File: config.mk
export PLATFORM = sky130hd
export DESIGN_NAME = dram_refresh_decoder
export DESIGN_NICKNAME = d
export VERILOG_FILES = /design/src/rtl/dram_ref_pkg.sv /design/src/rtl/dram_ref_classify.sv /design/src/rtl/dram_ref_rowctr.sv /design/src/rtl/dram_ref_retention.sv /design/src/rtl/dram_refresh_decoder.sv
export SDC_FILE = /design/constraint.sdc
export NUM_CORES = 1
export LEC_CHECK = 0
export BUFFER_PORTS_ARGS = -buffer_cell sky130_fd_sc_hd__buf_4
export CAP_MARGIN = 20
export CORE_ASPECT_RATIO = 1.1
export CORE_MARGIN = 5
export CORE_UTILIZATION = 60
export CTS_BUF_LIST = sky130_fd_sc_hd__clkbuf_4
export DETAILED_ROUTE_END_ITERATION = 16
export GPL_ROUTABILITY_DRIVEN = 0
export HOLD_SLACK_MARGIN = 0.02
export PLACE_DENSITY = 0.73
export SLEW_MARGIN = 20
export SYNTH_ARGS = -nofsm -noshare
export SYNTH_HDL_FRONTEND = slang
export SYNTH_SLANG_ARGS = --single-unit
File: constraint.sdc
create_clock -name clk -period 8.08 [get_ports clk]
set_clock_uncertainty 0.1 [all_clocks]
set_input_delay 1.212 -clock clk [delete_from_list [all_inputs] [get_ports clk]]
set_output_delay 1.212 -clock clk [all_outputs]
set_load 0.02 [all_outputs]
File: src/rtl/dram_ref_pkg.sv
package dram_ref_pkg;

  typedef enum logic [1:0] {
    MODE_RAS_ONLY = 2'd0,
    MODE_CBR      = 2'd1,
    MODE_HIDDEN   = 2'd2
  } ref_mode_e;

endpackage

File: src/rtl/dram_ref_classify.sv
module dram_ref_classify
  import dram_ref_pkg::*;
(
  input  logic      clk,
  input  logic      rst_n,
  input  logic      ras_n,
  input  logic      cas_n,
  output logic      ev,
  output ref_mode_e ev_mode,
  output logic      rd_active
);

  logic ras_q;
  logic cas_q;
  logic ras_fall;
  logic cas_fall;

  assign ras_fall = ras_q & ~ras_n;
  assign cas_fall = cas_q & ~cas_n;

  always_ff @(posedge clk or negedge rst_n) begin
    if (!rst_n) begin
      ras_q <= 1'b1;
      cas_q <= 1'b1;
    end else begin
      ras_q <= ras_n;
      cas_q <= cas_n;
    end
  end

  // A read starts when the column strobe falls inside an open row cycle.
  always_ff @(posedge clk or negedge rst_n) begin
    if (!rst_n) begin
      rd_active <= 1'b0;
    end else if (cas_n) begin
      rd_active <= 1'b0;
    end else if (cas_fall && !ras_n && !ras_q) begin
      rd_active <= 1'b1;
    end
  end

  assign ev = ras_fall;

  always_comb begin
    if (cas_n) begin
      ev_mode = MODE_RAS_ONLY;
    end else if (rd_active) begin
      ev_mode = MODE_HIDDEN;
    end else begin
      ev_mode = MODE_CBR;
    end
  end

endmodule

File: src/rtl/dram_ref_rowctr.sv
module dram_ref_rowctr #(
  parameter int ROW_BITS = 9
) (
  input  logic                clk,
  input  logic                rst_n,
  input  logic                step,
  output logic [ROW_BITS-1:0] cnt
);

  always_ff @(posedge clk or negedge rst_n) begin
    if (!rst_n) begin
      cnt <= '0;
    end else if (step) begin
      cnt <= cnt + ROW_BITS'(1);
    end
  end

endmodule

File: src/rtl/dram_ref_retention.sv
module dram_ref_retention #(
  parameter int ROW_BITS      = 9,
  parameter int RETAIN_CYCLES = 2000000
) (
  input  logic                clk,
  input  logic                rst_n,
  input  logic                ev,
  input  logic [ROW_BITS-1:0] ev_row,
  output logic                err
);

  localparam int ROWS  = 1 << ROW_BITS;
  localparam int WIN_W = (RETAIN_CYCLES > 2) ? $clog2(RETAIN_CYCLES) : 1;
  localparam logic [WIN_W-1:0] WIN_LAST = WIN_W'(RETAIN_CYCLES - 1);

  logic [WIN_W-1:0] win_cnt;
  logic             win_end;
  logic [ROWS-1:0]  covered;
  logic             flag_q [ROWS];

  assign win_end = (win_cnt == WIN_LAST);

  always_ff @(posedge clk or negedge rst_n) begin
    if (!rst_n) begin
      win_cnt <= '0;
    end else if (win_end) begin
      win_cnt <= '0;
    end else begin
      win_cnt <= win_cnt + WIN_W'(1);
    end
  end

  for (genvar g = 0; g < ROWS; g++) begin : g_row
    logic hit;
    assign hit        = ev && (ev_row == ROW_BITS'(g));
    assign covered[g] = flag_q[g] | hit;

    always_ff @(posedge clk or negedge rst_n) begin
      if (!rst_n) begin
        flag_q[g] <= 1'b0;
      end else if (win_end) begin
        flag_q[g] <= 1'b0;
      end else begin
        flag_q[g] <= covered[g];
      end
    end
  end

  always_ff @(posedge clk or negedge rst_n) begin
    if (!rst_n) begin
      err <= 1'b0;
    end else if (win_end && !(&covered)) begin
      err <= 1'b1;
    end
  end

endmodule

File: src/rtl/dram_refresh_decoder.sv
module dram_refresh_decoder
  import dram_ref_pkg::*;
#(
  parameter int ROW_BITS      = 9,
  parameter int RETAIN_CYCLES = 2000000
) (
  input  logic                clk,
  input  logic                rst_n,
  input  logic                ras_n,
  input  logic                cas_n,
  input  logic [ROW_BITS-1:0] ext_row,
  output logic                refresh_valid,
  output logic [ROW_BITS-1:0] refresh_row,
  output logic [1:0]          refresh_mode,
  output logic                dq_oe,
  output logic                retention_err
);

  logic                ev;
  ref_mode_e           ev_mode;
  logic                rd_active;
  logic                ctr_step;
  logic [ROW_BITS-1:0] ctr_row;
  logic [ROW_BITS-1:0] sel_row;

  dram_ref_classify u_classify (
    .clk       (clk),
    .rst_n     (rst_n),
    .ras_n     (ras_n),
    .cas_n     (cas_n),
    .ev        (ev),
    .ev_mode   (ev_mode),
    .rd_active (rd_active)
  );

  assign ctr_step = ev && (ev_mode != MODE_RAS_ONLY);
  assign sel_row  = (ev_mode == MODE_RAS_ONLY) ? ext_row : ctr_row;

  dram_ref_rowctr #(.ROW_BITS(ROW_BITS)) u_rowctr (
    .clk   (clk),
    .rst_n (rst_n),
    .step  (ctr_step),
    .cnt   (ctr_row)
  );

  dram_ref_retention #(
    .ROW_BITS      (ROW_BITS),
    .RETAIN_CYCLES (RETAIN_CYCLES)
  ) u_retention (
    .clk    (clk),
    .rst_n  (rst_n),
    .ev     (ev),
    .ev_row (sel_row),
    .err    (retention_err)
  );

  always_ff @(posedge clk or negedge rst_n) begin
    if (!rst_n) begin
      refresh_valid <= 1'b0;
      refresh_row   <= '0;
      refresh_mode  <= 2'd0;
    end else begin
      refresh_valid <= ev;
      if (ev) begin
        refresh_row  <= sel_row;
        refresh_mode <= ev_mode;
      end
    end
  end

  assign dq_oe = rd_active;

endmodule

Word level (Yosys, flattened, before mapping)

Cells that the tools add are included.

Div/mod/pow operators: 0
$add $sub $neg: 2
$mul: 0
Shifts and indexed selects: 0
Magnitude comparators: 0
Equal/unequal tests: 512
Multiplexer cells: 518
Bitwise operators: 516
Reductions and logical operators: 524

Operator list:

| kind                                                 | number |
|---|---|
| equality test 9 bit (second input constant)          | 256 |
| equality test 9 x 8 -> 1 bit (second input constant) | 128 |
| equality test 9 x 7 -> 1 bit (second input constant) | 64 |
| logical AND 1 bit                                    | 516 |
| two-way mux 1 bit                                    | 514 |
| bitwise OR 1 bit                                     | 512 |
| AND reduction 512 bit                                | 1 |
| equality test 9 x 6 -> 1 bit (second input constant) | 32 |
| equality test 9 x 5 -> 1 bit (second input constant) | 16 |
| equality test 9 x 4 -> 1 bit (second input constant) | 8 |
| equality test 9 x 3 -> 1 bit (second input constant) | 4 |
| adder 21 x 1 -> 21 bit (second input constant)       | 1 |
| equality test 21 bit (second input constant)         | 1 |
| two-way mux 21 bit                                   | 1 |
| equality test 9 x 2 -> 1 bit (second input constant) | 2 |
| adder 9 x 1 -> 9 bit (second input constant)         | 1 |
| equality test 9 x 1 -> 1 bit (second input constant) | 1 |
| logical NOT 9 bit                                    | 1 |
| two-way mux 9 bit                                    | 1 |
| two-way mux 2 bit                                    | 2 |
| nonzero test 2 bit                                   | 2 |
| logical NOT 1 bit                                    | 3 |
| bitwise AND 1 bit                                    | 2 |
| logical NOT 2 bit                                    | 1 |
| NOT 1 bit                                            | 2 |

Logic and storage cells: 2593
Bits in latches: 0
Input bits: 13
Register bits after elaboration: 558
ROM bits: 0
Memories kept: 0
RAM bits: 0

Depth between registers and ports, before layout

Depth after elaboration: 10
Gate-level depth with buffers: 14
Mapped depth without buffers: 9

Cells and area by module

Synthesis repeated with hierarchy kept, for this count alone.

Cell total of the unflattened synthesis: 2164
Area total of the unflattened synthesis: 22520.3 µm²

By module, submodules not included:

| module               | area each (µm²) | sequential area each (µm²) | times used | cells each |
|---|---|---|---|---|
| dram_ref_retention   | 21395.5         | 13362.8                    | 1          | 2060 |
| dram_refresh_decoder | 619.3           | 300.3                      | 1          | 66 |
| dram_ref_rowctr      | 387.9           | 225.2                      | 1          | 30 |
| dram_ref_classify    | 117.6           | 77.6                       | 1          | 8 |

Worst setup path after synthesis

No wires, ideal clock.

Path kind: input port to flip-flop
From: input port cas_n
To: register u_retention.err
Setup time: 121 ps
Cell stages on the path: 12
Path slack: 4419 ps
Buffers on the path: 3
Arrival time: 3440 ps
Path through: buf_4 -> buf_4 -> or3b_1 -> a22oi_2 -> buf_2 -> a31oi_1 -> nor4_1 -> nand4_1 -> nor4_1 -> nand4_1 -> o21ai_1 -> nand2b_1

Longest elaborated chain between the ends: 9
Elaborated cells on any way between the ends: 1542

RTL lines:

| element                                              | line                       | text |
|---|---|---|
| start, declared                                      | dram_refresh_decoder.sv:10 | `input logic cas_n,` |
| two-way mux 2 bit (*)                                | dram_ref_classify.sv:45    | `if (cas_n) begin` |
| logical NOT 2 bit (*)                                | dram_refresh_decoder.sv:37 | `assign sel_row = (ev_mode == MODE_RAS_ONLY) ? ext_row : ctr_row;` |
| two-way mux 9 bit (*)                                | dram_refresh_decoder.sv:37 |  |
| equality test 9 x 1 -> 1 bit (tied with other cells) | dram_ref_retention.sv:35   | `assign hit = ev && (ev_row == ROW_BITS'(g));` |
| logical AND 1 bit                                    | dram_ref_retention.sv:35   |  |
| bitwise OR 1 bit                                     | dram_ref_retention.sv:36   | `assign covered[g] = flag_q[g] \| hit;` |
| AND reduction 512 bit (*)                            | dram_ref_retention.sv:52   | `end else if (win_end && !(&covered)) begin` |
| logical NOT 1 bit (*)                                | dram_ref_retention.sv:52   |  |
| logical AND 1 bit (*)                                | dram_ref_retention.sv:52   |  |
| end signal, assigned                                 | dram_ref_retention.sv:51   | `err <= 1'b0;` |
| end signal, assigned                                 | dram_ref_retention.sv:53   | `err <= 1'b1;` |
| end, declared                                        | dram_ref_retention.sv:9    | `output logic err` |

Mark *: on every way between the ends. The rest lies on a longest branch, timed or not.
A chain may end at the register's enable or synchronous reset.

Final worst setup path

Same ends and word-level chain as after synthesis.

==> flow_summary.toml <==
[clocking]
path_clk_slew_ns = 0.07
cts.sinks = 558
ctsResizeCount = 0
tritoncts = "yes"
ctsLongestPathBuffers = 3
numCtsBuffers = 143
clkLatencyLatePin_ns = 0.85
cts_root_buf = "clkbuf_4"
htree_levels = 4
cts_setup_buffers = 0
hold_buffers = 0

[worst_setup_path]
crit_arrival_ns = 5.15
worst_ep_required_time_ns = 8.73
crit_chain = "buf_4 > or3b_2 > a22oi_2 > buf_4 > a31oi_1 > nor4_1 > nand4_1 > nor4_1 > nand4_1 > o21ai_1 > nand2b_1"
cpMaxStageDelayCell = "a22oi_2"
cpPeakStageDelay_ns = 0.66
cp_max_fo = 46
start_kind = "input pin"
r2r_cells = 10
path_class = "input pin to register"
worstSetupEndpointType = "register"

[placement]
io_buffers = 26
hpwl_um = 31000
dp.cells = 2509
place_ws_ns = 2.50

[job]
cap_violations = 0

[global_routing]
grt_usage = 0.284
grt_max_degree = 266
grt_first_pass_wirelength_um = 95100
antenna_found_initial = 2
overflow = 0
grt_pass1_vias = 17800

[timing]
rsz0062_at_grt = "no"
finalCriticalPeriod_ns = 4.51
fin_setup_tns_ns = 0
max_slew_margin = 0.264
fmax_mhz = 222
fin_crit_sh = 0.558
setup_slack_ns = 3.57
slew_viol_final = 0
hold_viol = 0
worstMarginPinSlew_ns = 1.10
setup_viol = 0

[logic_synthesis]
synth_nets = 2179
synth_seq_area_share = 0.621
yosysUniqueCellTypes = 39
yosysWarnings = 0
netlist_area_mm2 = 0.0225
synth_seq_cells = 558
syn_inst = 2164
syn_area_per_cell_um2 = 10.4

[pwr]
seqPwrFrac = 0.502
power_mw = 5.97
p_comb_frac = 0.101
power_frac_clock = 0.398
ir_worst_vdd_mv = 0.119
power_switching_mw = 1.63
power_leakage_nw = 12.0
p_int_mw = 4.34
switching_share = 0.273
powerDensity_mw_per_mm2 = 241

[floorplanning]
fp.dieW_um = 195
rows = 74
start_util = 0.606
ioPinCount = 27
die_area_mm2 = 0.0415
die_h_um = 213
core_area_mm2 = 0.0371

[final_layout]
fin_util = 0.666
syn2layout_area_growth_pct = 9.82
drive_above_1_share = 0.143
fin_cells = 2750
layout.nets = 2178

[hold_path]
hold_path_class = "input pin to asynchronous set/reset pin"

[route]
drt-initial-drc-count = 2168
drtPass1Iterations = 5
via_per_inst = 6.66
num_vias = 18300
post-route-drc-count = 0
post_drt_wl_per_cell_um = 21.4
wirelength_um = 58900
ant_nets = 0

[outcome]
status = "finished, final reports clean"
power by group through the flow:
stage	Sequential (mW)	Clock, mW	Combinational, mW
floorplan	3.03	0	0.341
finish	2.99	2.37	0.601
global route	3.00	2.58	0.650
detailed placement	3.04	0	0.592
global placement	3.04	0	0.572
CTS	2.99	2.42	0.593
path summary, 6_finish.rpt:
kind / start / end / slack, ns
max in group asynchronous: rst_n / u_retention.flag_q[265] / 6.06
min in group clk: u_retention.win_cnt[0] / u_retention.win_cnt[0] / 0.36
min reg2reg: u_retention.win_cnt[0] / u_retention.win_cnt[0] / 0.36
max: cas_n / u_retention.err / 3.57
max reg2reg: u_rowctr.cnt[0] / u_retention.err / 3.67
min: rst_n / u_rowctr.cnt[0] / 0.30
worst max-delay path: cells and delay by family:
kind / cells / cell delay, ns
compound gates: 3 / 1.01
buf+inv: 2 / 0.87
simple gates: 6 / 2.02
area by class of cell:
type | count | area (um^2)
clock inverter | 34 | 262
multi-input combinational | 1383 | 7670
timing repair buffer | 72 | 666
clock buffer | 201 | 1510
antenna | 3 | 7.51
tap | 494 | 618
inverter | 5 | 18.8
sequential | 558 | 14000
fill | 2970 | 12400
layout by cell type, fill, tap and decap left out, types with 2 or more instances in the layout:
cell and count:
o32ai_4 3, bufinv_16 4, or3b_1 7, a22oi_2 16
buf_4 60, a31oi_1 513, or3_1 4, nor2_1 537
a211oi_4 9, clkinvlp_4 5, inv_2 3, inv_1 5
dfrtp_1 556, clkbuf_4 201, nand2_1 25, a21oi_1 3
xor2_1 11, buf_12 6, and3_1 4, nand4_1 38
nor4_1 138, nand3_1 13, o21ai_0 9, buf_6 2
dfstp_2 2, nand2b_1 5, nand3b_1 11, mux2i_1 8
diode_2 3, ha_1 2, xnor2_1 15, buf_8 3
clkinv_1 20, mux2_2 2
registers in the layout (all words and copies together), names as in the netlist:
name	count
u_retention.flag_q	512
u_retention.win_cnt	21
refresh_row	9
u_rowctr.cnt	9
refresh_mode	2
refresh_valid	1
u_classify.cas_q	1
u_classify.ras_q	1
u_classify.rd_active	1
u_retention.err	1
metal layers:
| metal | wire, um | up-vias | global-route usage |
|---|---|---|---|
| met2 | 28200 | 927 | 0.455 |
| met5 | 0 | - | 0 |
| met1 | 24100 | 9244 | 0.386 |
| met4 | 1680 | 0 | 0.110 |
| li1 | - | 7978 | - |
| met3 | 4890 | 156 | 0.0636 |
synthesized netlist by cell type, drive strengths merged:
master | n | share of area
a21oi | 3 | 0.00067
nor4b | 1 | 0.00039
ha | 2 | 0.0011
nor2 | 537 | 0.090
or3 | 4 | 0.0011
inv | 5 | 0.00083
nand4 | 38 | 0.011
a211oi | 9 | 0.0060
o31ai | 1 | 0.00033
or3b | 9 | 0.0036
nand2 | 26 | 0.0043
and3 | 4 | 0.0011
o21ai | 10 | 0.0022
nand2b | 5 | 0.0014
xnor2 | 15 | 0.0058
nand3 | 13 | 0.0029
o32ai | 3 | 0.0012
dfrtp | 556 | 0.62
buf | 111 | 0.025
dfstp | 2 | 0.0023
a22oi | 16 | 0.0087
nor2b | 1 | 0.00028
nor3 | 1 | 0.00022
a31oi | 513 | 0.14
and4 | 2 | 0.00078
xor2 | 11 | 0.0043
mux2i | 8 | 0.0036
nor4 | 138 | 0.038
mux2 | 2 | 0.0010
nand3b | 11 | 0.0037
clkbuf | 107 | 0.018
through the flow:
step	area [um^2]	hold slack [ns]
finish	24700	0.304
global route	24700	0.321
CTS	24600	0.307
floorplan	22500	0.333
global placement	22900	0.346
detailed placement	22900	0.356
cells by family (layout without fill, tap and decap cells):
family | after synthesis | count (layout) | share of synthesized area
AO/OA/AOI/OAI | 555 | 555 | 0.162
other | 0 | 3 | 0
XOR/XNOR | 26 | 26 | 0.0101
adder cells (fa/ha/maj) | 2 | 2 | 0.00111
AND/OR/NAND/NOR | 790 | 790 | 0.158
flip-flops | 558 | 558 | 0.621
buffers and inverters | 223 | 312 | 0.0436
multiplexers | 10 | 10 | 0.00456
Note: power is estimated with default switching activity, not from simulation.
